**src/rtl/vic_pkg.sv**
```systemverilog
package vic_pkg;
  localparam int REG_W = 8;
  localparam int ADDR_W = 3;
  localparam logic [ADDR_W-1:0] A_GMASK = 3'd0;
  localparam logic [ADDR_W-1:0] A_TMASK = 3'd1;
  localparam logic [ADDR_W-1:0] A_GFLAG = 3'd2;
  localparam logic [ADDR_W-1:0] A_TFLAG = 3'd3;
  localparam logic [ADDR_W-1:0] A_CTRL  = 3'd4;
endpackage

```
**src/rtl/vic_edge_flags.sv**
```systemverilog
module vic_edge_flags #(
  parameter int N = 4
) (
  input  logic         clk,
  input  logic         rst_n,
  input  logic [N-1:0] ev,
  input  logic [N-1:0] clr_w1c,
  input  logic [N-1:0] clr_ack,
  output logic [N-1:0] flags
);
  logic [N-1:0] prev_q;

  for (genvar i = 0; i < N; i++) begin : g_bit
    logic rise;
    assign rise = ev[i] & ~prev_q[i];
    always_ff @(posedge clk) begin
      if (!rst_n) begin
        prev_q[i] <= 1'b0;
        flags[i]  <= 1'b0;
      end else begin
        prev_q[i] <= ev[i];
        // a new edge dominates either clear
        flags[i]  <= rise | (flags[i] & ~clr_w1c[i] & ~clr_ack[i]);
      end
    end
  end
endmodule

```
**src/rtl/vic_prio_enc.sv**
```systemverilog
module vic_prio_enc #(
  parameter int N = 9,
  parameter int W = 4
) (
  input  logic [N-1:0] req,
  output logic         any,
  output logic [W-1:0] idx
);
  always_comb begin
    idx = '0;
    for (int i = N - 1; i >= 0; i--) begin
      if (req[i]) idx = W'(i);
    end
  end
  assign any = |req;
endmodule

```
**src/rtl/vic_irq_ctrl.sv**
```systemverilog
module vic_irq_ctrl
  import vic_pkg::*;
#(
  parameter int GEN_EV = 4,
  parameter int TMR_EV = 4,
  parameter int VEC_W  = $clog2(1 + GEN_EV + TMR_EV)
) (
  input  logic              clk,
  input  logic              rst_n,
  input  logic [GEN_EV-1:0] gen_ev,
  input  logic [TMR_EV-1:0] tmr_ev,
  input  logic              ext_lvl,
  input  logic              reg_wr,
  input  logic [2:0]        reg_addr,
  input  logic [7:0]        reg_wdata,
  output logic [7:0]        reg_rdata,
  output logic              cpu_irq,
  output logic [VEC_W-1:0]  cpu_vec,
  input  logic              cpu_ack,
  input  logic              cpu_reti
);
  localparam int NSRC  = 1 + GEN_EV + TMR_EV;
  localparam int T_OFS = 1 + GEN_EV;

  logic [REG_W-1:0]  gmask_q, tmask_q;
  logic              gie_q;
  logic [GEN_EV-1:0] gflags;
  logic [TMR_EV-1:0] tflags;
  logic [NSRC-1:0]   src_pend, src_en, src_live, ack_hot;
  logic              any_live, ack_fire;
  logic [GEN_EV-1:0] gclr;
  logic [TMR_EV-1:0] tclr;

  // register writes
  always_ff @(posedge clk) begin
    if (!rst_n) begin
      gmask_q <= '0;
      tmask_q <= '0;
      gie_q   <= 1'b0;
    end else begin
      if (reg_wr && reg_addr == A_GMASK) gmask_q <= reg_wdata;
      if (reg_wr && reg_addr == A_TMASK) tmask_q <= reg_wdata;
      if (ack_fire)                          gie_q <= 1'b0;
      else if (reg_wr && reg_addr == A_CTRL) gie_q <= reg_wdata[0];
      else if (cpu_reti)                     gie_q <= 1'b1;
    end
  end

  assign gclr = (reg_wr && reg_addr == A_GFLAG) ? reg_wdata[GEN_EV:1] : '0;
  assign tclr = (reg_wr && reg_addr == A_TFLAG) ? reg_wdata[TMR_EV-1:0] : '0;

  assign ack_fire = cpu_irq & cpu_ack;
  assign ack_hot  = ack_fire ? (NSRC'(1) << cpu_vec) : '0;

  vic_edge_flags #(.N(GEN_EV)) u_gen_flags (
    .clk(clk), .rst_n(rst_n), .ev(gen_ev), .clr_w1c(gclr),
    .clr_ack(ack_hot[GEN_EV:1]), .flags(gflags)
  );

  vic_edge_flags #(.N(TMR_EV)) u_tmr_flags (
    .clk(clk), .rst_n(rst_n), .ev(tmr_ev), .clr_w1c(tclr),
    .clr_ack(ack_hot[NSRC-1:T_OFS]), .flags(tflags)
  );

  assign src_pend = {tflags, gflags, ext_lvl};
  assign src_en   = {tmask_q[TMR_EV-1:0], gmask_q[GEN_EV:0]};
  assign src_live = src_pend & src_en;

  vic_prio_enc #(.N(NSRC), .W(VEC_W)) u_prio (
    .req(src_live), .any(any_live), .idx(cpu_vec)
  );

  assign cpu_irq = gie_q & any_live;

  // register reads
  always_comb begin
    reg_rdata = '0;
    case (reg_addr)
      A_GMASK: reg_rdata = gmask_q;
      A_TMASK: reg_rdata = tmask_q;
      A_GFLAG: reg_rdata[GEN_EV:1] = gflags;
      A_TFLAG: reg_rdata[TMR_EV-1:0] = tflags;
      A_CTRL:  reg_rdata[0] = gie_q;
      default: reg_rdata = '0;
    endcase
  end
endmodule

```
**config.mk**
```make
export PLATFORM = sky130hd
export DESIGN_NAME = vic_irq_ctrl
export DESIGN_NICKNAME = d
export VERILOG_FILES = /design/src/rtl/vic_pkg.sv /design/src/rtl/vic_edge_flags.sv /design/src/rtl/vic_prio_enc.sv /design/src/rtl/vic_irq_ctrl.sv
export SDC_FILE = /design/constraint.sdc
export NUM_CORES = 1
export LEC_CHECK = 0
export ABC_CLOCK_PERIOD_IN_PS = 1350
export BUFFER_PORTS_ARGS = -buffer_cell sky130_fd_sc_hd__buf_4
export CORE_ASPECT_RATIO = 1.1
export CORE_MARGIN = 2
export CORE_UTILIZATION = 53
export CTS_CLUSTER_SIZE = 16
export DETAILED_ROUTE_END_ITERATION = 16
export HOLD_SLACK_MARGIN = 0.05
export PLACE_DENSITY = 0.78
export REMOVE_ABC_BUFFERS = 1
export SLEW_MARGIN = 10
export SYNTH_ARGS = -nofsm -noshare
export SYNTH_HDL_FRONTEND = slang
export SYNTH_SLANG_ARGS = --single-unit
```
**constraint.sdc**
```tcl
create_clock -name clk -period 1.35 [get_ports clk]
set_input_delay 0.27 -clock clk [delete_from_list [all_inputs] [get_ports clk]]
set_output_delay 0.27 -clock clk [all_outputs]
set_load 0.02 [all_outputs]
```
### After elaboration in Yosys (flattened, before gate mapping)

Cells that the tools add are included.

| word-level totals | value |
|---|---|
| register bits | 33 |
| word-level logic and storage cells | 111 |
| output and inout port bits | 13 |
| input bits | 25 |

| cells by class | value |
|---|---|
| mux-type cells | 18 |
| shift operators | 1 |
| reduce and logical (&&, ||, !) cells | 9 |
| eq/ne operators | 4 |
| bitwise gates (word level) | 60 |

Operator list:

| operator | number |
|---|---|
| 2-to-1 mux 4 bit | 11 |
| bitwise AND 1 bit | 26 |
| NOT 1 bit | 25 |
| one-hot mux 3 bit (4 select lines) | 1 |
| bitwise AND 9 bit | 1 |
| 2-to-1 mux 9 bit | 1 |
| OR reduction 9 bit | 1 |
| left shift 1 x 4 -> 9 bit, first input constant | 1 |
| bitwise OR 1 bit | 8 |
| equality test 3 x 2 -> 1 bit, second input constant | 2 |
| one-hot mux 3 bit (2 select lines) | 1 |
| logical AND 1 bit | 5 |
| one-hot mux 1 bit (4 select lines) | 1 |
| equality test 3 x 1 -> 1 bit, second input constant | 1 |
| equality test 3 bit, second input constant | 1 |
| zero test 3 bit | 1 |
| one-hot mux 1 bit (3 select lines) | 1 |
| 2-to-1 mux 1 bit | 2 |
| nonzero test 2 bit | 1 |
| OR reduction 2 bit | 1 |

### Longest topological paths before layout

Gate-level depths: netlist of run 1.

| depth | value |
|---|---|
| depth in word-level cells | 15 |
| gate-level depth with buffers | 5 |
| depth with buffers taken out | 4 |

### Hierarchy

From an unflattened synthesis of run 1, not the netlist that was laid out.

| unflattened totals | value |
|---|---|
| cells, all modules | 189 |
| area total of the unflattened synthesis | 1870.5 um2 |

Modules (own cells, without submodules):

| module | cells an instance | area each (um2) | seq. area each (um2) | times used |
|---|---|---|---|---|
| vic_irq_ctrl | 127 | 1123.6 | 340.3 | 1 |
| vic_edge_flags | 24 | 325.3 | 160.2 | 2 |
| vic_prio_enc | 14 | 96.3 | 0.0 | 1 |

### Worst setup path after synthesis of run 1

Ideal clock, no wire load.

| timing path | value |
|---|---|
| kind | register -> output |
| from | register u_tmr_flags.flags[2] |
| to | output port cpu_vec[1] |
| cell stages (with the launch flop) | 4 |
| arrival | 1.121 ns |
| slack | -0.041 ns |
| required time | 1.080 ns |
| buffers on the path | 0 |
| cells stage by stage | dfxtp_1 -> a22o_1 -> nand2_1 -> a21boi_0 |

| between the ends | value |
|---|---|
| cells in the longest elaborated chain, start to end | 9 |

RTL lines:

| item | line | text |
|---|---|---|
| start: declaration | vic_edge_flags.sv:9 | `output logic [N-1:0] flags` |
| start signal: indexed assignment | vic_edge_flags.sv:23 | `flags[i] <= rise \| (flags[i] & ~clr_w1c[i] & ~clr_ack[i]);` |
| bitwise AND 9 bit | vic_irq_ctrl.sv:67 | `assign src_live = src_pend & src_en;` |
| 2-to-1 mux 4 bit (8 in a row) | vic_prio_enc.sv:12 | `if (req[i]) idx = W'(i);` |
| end: declaration | vic_irq_ctrl.sv:18 | `output logic [VEC_W-1:0] cpu_vec,` |

Every way passes these cells.

### Final worst setup path of run 1

| timing path | value |
|---|---|
| from | register gmask_q[3] |
| to | output port cpu_vec[0] |

| between the ends | value |
|---|---|
| cells in the longest elaborated chain, start to end | 5 |

RTL lines:

| item | line | text |
|---|---|---|
| start: declaration | vic_irq_ctrl.sv:25 | `logic [REG_W-1:0] gmask_q, tmask_q;` |
| start signal: assignment | vic_irq_ctrl.sv:41 | `if (reg_wr && reg_addr == A_GMASK) gmask_q <= reg_wdata;` |
| bitwise AND 9 bit | vic_irq_ctrl.sv:67 |  |
| 2-to-1 mux 4 bit (4 in a row) | vic_prio_enc.sv:12 |  |

Every way passes these cells.

==> flow_results.org, run 1 <==
** Outcome
- Status :: finished with violations
- Failing checks :: setup timing

** Clock tree
- Clk sinks :: 33
- Clock-pin slew was measured on the worst setup and hold paths at 0.11 ns.
- TritonCTS clock tree :: built
- For this design, the CTS-stage hold fixing added 0 buffers.
- At the later pin of the worst-skew pair, clock insertion delay measures roughly 0.35 ns.
- The root buffer cell chosen for the clock tree is clkbuf_4.
- CTS H-tree lvls :: 2
- Cts bufs inserted :: 5
- The clock passes through at most 2 buffers.

** Synth
- In this run, synthesis inferred 0 flip-flops with an integrated enable.
- The synthesized netlist occupies a cell area of 1700 µm².
- Warnings, synthesis :: 0
- The cell count after synthesis came out at 189.
- Combinational family with the most area after synthesis :: simple AND/OR/NAND/NOR gates
- Portion of synthesized cell area occupied by the leading cell type :: 0.388
- Flip-flop and latch count after synthesis :: 33
- Ranking of synthesized cells by instance count :: nand2_1, dfxtp_1, mux2i_1
- Compound-gate portion of the synthesized area :: 0.191
- Adder-cell area share of the yosys netlist :: 0
- Cell type with the highest aggregate area in the netlist :: dfxtp_1
- For this run, the register share of the synthesized area comes to 0.388.
- Post-Synthesis Mean Instance Area :: about 9 µm²
- Most numerous cell in the Yosys netlist :: nand2_1
- Synth Area in Simple Gates :: 0.248
- Measured against the total synthesized area, the mux share comes to 0.125.
- Leading register cell type out of synthesis :: dfxtp_1
- Count of unique library cells instantiated by Yosys :: 44
- After synthesis, the share of flip-flops with an asynchronous set or reset is 0.
- Area contributors post-synth :: dfxtp_1, nand2_1, mux2i_1
- Synth Area in XOR/XNOR :: 0

** Layout
- With fillers left out, the area of the finished cells amounts to approximately 2500 µm².
- Non-filler instance count after layout :: around 290
- Total inserted antenna cells :: 0
- Final cell utilization of the core :: 0.810
- Net count of the finished layout :: around 280
- Compared with the post-synthesis result, the final layout area differs by 44.9%.
- Of the cells placed in the final design, the portion with a size suffix greater than 1 is 0.481.

** Floorplan
- The die is ~63 µm tall.
- DIE AREA :: 3680 µm²
- Top-level I/O count :: 38
- Number of cell rows :: 21
- In this run the standard cell core region covers 3050 µm².
- The floorplan step set the die width to ~58 µm.
- Initial cell density of the core :: 0.559

** Timing
- After layout, the minimum clock period comes to 1.76 ns.
- Summed over all failing endpoints, the final setup total negative slack is -3.74 ns.
- Unrepaired setup endpoints after global routing :: true
- The hold violation count in the final report came to 0.
- After layout, the worst setup slack is -0.407 ns.
- Worst slew margin relative to its limit :: 0.829
- Final period utilization :: 1.30
- The total count of max-transition violations in the final report is 0.
- Min Hold Slack :: ~0.14 ns
- Static timing analysis puts the maximum clock frequency at between 500 and 600 MHz.
- For the pin with the worst max-slew slack, the measured transition is 0.257 ns.
- Setup-violating endpoint count in the final report :: 12
- Clock skew after layout :: around 0.013 ns

** Place
- Worst slack after detailed placement :: -0.161 ns
- Routability-driven placement finished with a final weighted congestion of a little under 0.9.
- Port buffer count :: 37
- Placed cell count :: 283
- Post-detailed-placement half-perimeter wirelength :: 3370 µm
- Placement Cell Area :: around 2200 µm²

** Route
- Remaining number of nets flagged by the antenna check after routing :: 0
- The routed layout has 1,677 vias.
- Initial DRC Count :: between 80 and 90
- The final layout contains routed wiring with a total length of 4670 µm.
- After detailed routing, no signal wire sits above met4.
- DRC violations left :: 0
- In the routed layout, each cell is associated on average with a via count of 5.70.
- Total length of routed met2 wires :: 2320 µm
- Detailed routing placed a total of around 260 µm of wire on met3.
- After detailed routing, the average wire length per cell comes to between 15 and 20 µm.
- Iteration count of the initial detailed-routing pass :: 6
- Metal-1 WL :: ~2000 µm

** GRT
- Vias in the first global route :: roughly 1,600
- The first global-routing pass estimated 7410 µm of wire.
- Global routing finished with a remaining overflow of 0.
- Largest net degree at the start of global routing :: 27
- In the global route stage, overall resource usage came out at 0.268.
- Antenna violations before repair :: 0

** Power
- Power density cells :: 858 nW/µm²
- Final Power :: ~2.1 mW
- Max VDD drop :: 889 µV
- Summed over all cells, the static leakage comes to 1.06 nW.

** Worst setup path
- Critical path launch point type :: flip-flop
- Counting cells, the worst reg-to-reg path comes to 6.
- The worst register-to-register path begins at gmask_q[3].
- In this run the worst path has a maximum fanout of 6.
- Setup slack on the worst reg-to-reg path comes out at -0.11 ns.
- Category of the worst setup path capture point :: primary output
- Data arrives at the worst endpoint at approximately 1.5 ns.
- STA puts the critical path data required time at approximately 1.1 ns.
- CP endpoint :: cpu_vec[0]
- The worst setup path is of the flip-flop to primary output kind.
- The most critical setup path has its startpoint at gmask_q[3].
- RR Endpoint :: u_tmr_flags.flags[1]

** Job
- Max-cap viol count :: 0

** Worst hold path
- Class of the tightest hold or removal check :: primary input to flip-flop
-- power by group --
| group | internal [mW] | switching [mW] | total [mW] |
|---|---|---|---|
| logic | 0.225 | 0.187 | 0.412 |
| clock network | 0.301 | 0.334 | 0.635 |
| registers | 1.02 | 0.0448 | 1.07 |
-- worst max-delay path, stage by stage, from the launching register on --
cell     delay (ns)
dfxtp_4        0.38
a22o_1         0.24
a31oi_4        0.18
o21ai_2        0.08
and2_4         0.14
buf_6          0.12
-- layer usage --
layer / global-route usage / vias up
met3: 0.0780 / 12
met5: 0 / -
met1: 0.335 / 803
li1: - / 811
met4: 0.105 / 0
met2: 0.428 / 51
-- area by class of cell --
class                   count  area [µm²]
clock buffers               7        65.1
multi-input cells         139        1050
flip-flops and latches     33         697
fillers                   198         581
clock inverters             1        5.00
well taps                  34        42.5
inverters                  10        37.5
repair buffers             70         574
-- state kept, by name, summed over array words and instances (netlist names) --
signal and cells:
u_tmr_flags.flags 4, gmask_q 8, u_tmr_flags.prev_q 4, u_gen_flags.prev_q 4
gie_q 1, u_gen_flags.flags 4, tmask_q 8
-- repair_timing --
item,CTS,global route
setup buffers,4,1
pin swaps,8,4
endpoints found under the setup margin,14,19
resized for setup,34,30
-- cell families after synthesis --
family                 count (synthesis)
DFF                                   33
buffers and inverters                 17
and+or+nand+nor                       80
muxes                                 17
AOI/OAI and AO/OA                     42
-- cell usage in the layout (no fill, tap or decap), types with 2 or more instances in the layout --
master	n
a21boi_1	9
nor2b_1	9
and2_1	4
mux2i_1	13
nor2_1	4
inv_1	10
nand3_2	2
a22oi_2	3
clkbuf_8	2
o21ai_1	3
dfxtp_4	5
buf_4	57
nor2b_4	3
and2_4	4
a21oi_1	5
nand3_1	4
nand2_1	33
clkbuf_4	5
nor3_1	3
and4bb_1	2
o211ai_1	3
dfxtp_2	14
buf_6	13
nand4_1	2
a22o_1	5
mux4_2	3
nand2_2	2
dfxtp_1	14
-- worst min-delay path by stage --
stage	startpoint	to	slack (ns)	cells past startpoint
after global placement	u_gen_flags.prev_q[0]	u_gen_flags.flags[0]	0.39	1
after global routing	gen_ev[2]	u_gen_flags.prev_q[2]	0.13	2
final	tmr_ev[0]	u_tmr_flags.prev_q[0]	0.14	3
after floorplan	rst_n	u_tmr_flags.prev_q[2]	0.38	2
after CTS	gen_ev[0]	u_gen_flags.prev_q[0]	0.13	3
after detailed placement	u_gen_flags.prev_q[0]	u_gen_flags.flags[0]	0.40	1
No activity file was read; power rests on OpenSTA's default activity.
==> run 2: changes to the inputs <==
--- a/config.mk
+++ b/config.mk
@@ -5,6 +5,7 @@
 export SDC_FILE = /design/constraint.sdc
 export NUM_CORES = 1
 export LEC_CHECK = 0
+export ABC_AREA = 1
 export ABC_CLOCK_PERIOD_IN_PS = 1350
 export BUFFER_PORTS_ARGS = -buffer_cell sky130_fd_sc_hd__buf_4
 export CORE_ASPECT_RATIO = 1.1
@@ -13,8 +14,9 @@
 export CTS_CLUSTER_SIZE = 16
 export DETAILED_ROUTE_END_ITERATION = 16
 export HOLD_SLACK_MARGIN = 0.05
-export PLACE_DENSITY = 0.78
+export PLACE_DENSITY = 0.79
 export REMOVE_ABC_BUFFERS = 1
+export SKIP_CTS_REPAIR_TIMING = 1
 export SLEW_MARGIN = 10
 export SYNTH_ARGS = -nofsm -noshare
 export SYNTH_HDL_FRONTEND = slang
==> run 2 against run 1 <==
  * The run still ends with setup timing left
  * Final cell count grew 18%
  * Die area shrank 1.8%
  * Clock skew shrank 0.0046 ns
  * Sequential share of layout area shrank 1.2 points
  * Cell area grew 1.8%
  * Combinational power grew 14%
  * Core utilization grew 2.2 points
  * Critical path type unchanged
  * Worst setup slack gained 0.037 ns
  * Largest cell class unchanged
==> flow_results.org, run 2 <==
** Synth
- The primary flip-flop cell chosen by synthesis mapping is dfxtp_1 (unchanged).
- Warnings, synthesis :: 0 (unchanged)
- The largest family of logic cells by synthesized area was simple AND/OR/NAND/NOR gates (unchanged).
- The synthesized-area fraction occupied by xor and xnor cells came to 0 (unchanged).
- Instance count of the mapped netlist :: 241 (was 189)
- Area contributors post-synth :: dfxtp_1, nand2_1, inv_1 (was dfxtp_1, nand2_1, mux2i_1)
- The cell area after technology mapping was 1670 µm² (was 1700 µm²).
- Most numerous cell in the Yosys netlist :: nand2_1 (unchanged)
- Fraction of registers with async set or reset after synthesis :: 0 (unchanged)
- Sequential cell area fraction in the yosys report :: 0.396 (was 0.388)
- The share of Yosys cell area claimed by the top area cell type was 0.396 (was 0.388).
- Ranking of synthesized cells by instance count :: nand2_1, dfxtp_1, inv_1 (was nand2_1, dfxtp_1, mux2i_1)
- Cell type with the highest aggregate area in the netlist :: dfxtp_1 (unchanged)
- EDFF count, synth :: 0 (unchanged)
- The synthesized-area fraction occupied by adder cells came to 0 (unchanged).
- Post-Synthesis Mean Instance Area :: 6.93 µm² (was 9.01 µm²)
- Synth Area in Simple Gates :: 0.349 (was 0.248)
- Multiplexer share of the synthesized area :: 0 (was 0.125)
- Flip-flop and latch count after synthesis :: 33 (unchanged)
- Count of unique library cells instantiated by Yosys :: 27 (was 44)
- Compound-gate portion of the synthesized area :: 0.154 (was 0.191)

** Floorplan
- Floorplan die height :: 62.9 µm (was 63.5 µm)
- The placeable core region is 3020 µm² (was 3050 µm²).
- Chip width :: 57.5 µm (was 58.0 µm)
- The floorplan die area was 3620 µm² (was 3680 µm²).
- The number of top-level design ports was 38 (unchanged).
- The count of standard-cell rows is 21 (unchanged).
- Initial cell density of the core :: 0.553 (was 0.559)

** Route
- Vias per inst :: 5.45 (was 5.70)
- The DRC violation count after routing came to 0 (unchanged).
- The average wire per standard cell is 14.6 µm (was 15.9 µm).
- The count of nets left with antenna violations after detail routing was 0 (unchanged).
- Total number of vias :: 1,896 (was 1,677)
- The first-pass iteration count of the detailed router was 6 (unchanged).
- The wire length reported by the detailed router is 5090 µm (was 4670 µm).
- The DRC violation total after the first TritonRoute iteration came to 113 (was 83).

** Layout
- Design area :: 2510 µm² (was 2470 µm²)
- The final layout net count is 338 (was 284).
- The number of fillers in the final layout was 188 (was 198).
- Commonest cells after routing, fill and taps aside: buf_4, nand2_1, nand2_2 (was buf_4, nand2_1, dfxtp_1, dfxtp_2).
- The antenna cell count came to 0 (unchanged).
- The final standard cell count with taps included and fillers excluded came to 348 (was 294).
- Largest regs :: gmask_q x8, tmask_q x8 (unchanged)
- Ratio of cells with drive above 1 in the final layout :: 0.516 (was 0.481)
- The layout overhead on the synthesized area was 50.4% (was 44.9%).
- Leading cell type in the layout, fill and taps excluded :: buf_4 (unchanged)

** GRT
- Largest net degree at the start of global routing :: 28 (was 27)
- The overall fraction of global-route tracks in use was 0.260 (was 0.268).
- First-pass GRT wire length :: 7250 µm (was 7410 µm)
- The initial antenna violation count came to 0 (unchanged).
- The number of global-route vias before repair is 1,732 (was 1,556).
- Sum of overflow across all layers after global routing :: 0 (unchanged)

** Power
- Leakage :: 1.26 nW (was 1.06 nW)
- Max VDD drop :: 969 µV (was 889 µV)
- Power density cells :: 938 nW/µm² (was 858 nW/µm²)

** Worst setup path
- Critical path launch point type :: flip-flop (unchanged)
- The element type at the critical path end was a primary output (unchanged).
- The critical-path maximum fanout is 3 (was 6).
- Worst endpoint data arrival time :: 1.45 ns (was 1.49 ns)
- The worst setup path category is flip-flop to primary output (unchanged).
- The minimum setup slack among reg-to-reg paths was -0.04 ns (was -0.11 ns).
- Worst endpoint required time :: 1.08 ns (about the same)

** Timing
- The slew at the pin with the worst max-slew slack came to 0.368 ns (was 0.257 ns).
- Worst Slack Setup Final :: -0.370 ns (was -0.407 ns)
- Total count of hold-check failures in the final report :: 0 (unchanged)
- Unrepaired setup endpoints after global routing :: true (unchanged)
- The clock period minus final worst setup slack came to 1.72 ns (was 1.76 ns).
- Achievable Freq :: 581 MHz (was 569 MHz)
- The tightest slew margin relative to the limit came to 0.753 (was 0.829).
- The ratio of final minimum period to clock period was 1.27 (was 1.30).
- Max-slew violation count :: 0 (unchanged)
- The setup clock skew after layout was 0.00816 ns (was 0.0128 ns).
- Setup-violating endpoint count in the final report :: 13 (was 12)
- The worst hold slack after final layout came to 0.0927 ns (was 0.138 ns).

** Clock tree
- TritonCTS clock tree :: built (unchanged)
- The buffer levels on the longest clock path was 2 (unchanged).
- The total clock buffers created by CTS came to 5 (unchanged).
- Clk sinks :: 33 (unchanged)
- The root buffer selected by CTS is clkbuf_4 (unchanged).
- Clock-pin slew on the worst setup and hold paths :: 0.10 ns (was 0.11 ns)
- Later-pin clock latency in the skew report :: 0.37 ns (was 0.35 ns)
- CTS H-tree lvls :: 2 (unchanged)

** Outcome
- Status :: finished with violations (unchanged)
- Failing checks :: setup timing (unchanged)

** Place
- The worst-case setup slack after placement is -0.117 ns (was -0.161 ns).
- The number of port buffers was 37 (unchanged).
- GP Congestion :: 0.826 (was 0.877)
- Placement Cell Area :: 2150 µm² (was 2200 µm²)
- Placed cell count :: 331 (was 283)
- Post-detailed-placement half-perimeter wirelength :: 3090 µm (was 3370 µm)

** Job
- Max-cap viol count :: 0 (unchanged)

** Worst hold path
- The worst hold-check path type is primary input to flip-flop (unchanged).
-- run 2: changes by cell type after synthesis, sizes merged, moves of 8 or more --
cell    change
mux2i      -13
inv        +29
o21ai      +19
nand2      +31
nor2b      -12
nor2       +20
nand3      +12
and2        -8
a21boi     -10
-- run 2: critical path, cell delays in order (launching register included) --
cell and delay, ns:
dfxtp_2 0.35, nand2_2 0.07, inv_2 0.05, nand2_1 0.04, nand2_1 0.06, nand2_1 0.08
nand2_2 0.08, nand2_2 0.06, nand2_2 0.08, nand2_2 0.07, inv_2 0.05, buf_6 0.10
-- run 2: logic make-up after synthesis --
| kind of cell | Yosys count |
|---|---|
| simple gates | 121 |
| flops | 33 |
| buf+inv | 43 |
| compound gates | 44 |
-- run 2: final cells by class --
| type | instances | area, µm² | area share |
|---|---|---|---|
| Inverter | 39 | 151 | 0.0603 |
| Clock buffer | 6 | 51.3 | 0.0204 |
| Clock inverter | 2 | 37.5 | 0.0149 |
| Multi-Input combinational cell | 165 | 973 | 0.387 |
| Timing Repair Buffer | 69 | 576 | 0.229 |
| Tap cell | 34 | 42.5 | 0.0169 |
| Sequential cell | 33 | 681 | 0.271 |
-- run 2: routing by layer --
metal	vias to the layer above	GRT usage	routed length (µm)
li1	918	-	-
met1	884	0.306	2080
met2	73	0.409	2530
met3	21	0.0994	317
met4	0	0.122	157
met5	-	0	0
-- run 2: metrics by stage --
| stage | utilization | total power, mW | TNS [ns] |
|---|---|---|---|
| floorplan | - | 1.25 | -0.0349 |
| global placement | 0.712 | 1.46 | -0.156 |
| detailed placement | 0.712 | 1.46 | -0.300 |
| CTS | 0.742 | 2.26 | -2.35 |
| global route | 0.831 | 2.46 | -3.47 |
| finish | 0.831 | 2.36 | -2.31 |
-- run 2: final timing paths --
kind / from / endpoint / depth (start not counted)
setup reg to reg: u_gen_flags.flags[0] / u_gen_flags.flags[2] / 12
hold reg to reg: u_tmr_flags.prev_q[1] / u_tmr_flags.flags[1] / 1
setup / recovery: u_tmr_flags.flags[2] / cpu_vec[0] / 11
hold / removal: gen_ev[0] / u_gen_flags.prev_q[0] / 3
-- run 2: power by group --
group | switching, mW | internal, mW | total, mW
Sequential | 0.0428 | 1.03 | 1.08
Clock | 0.373 | 0.439 | 0.812
Combinational | 0.238 | 0.230 | 0.468
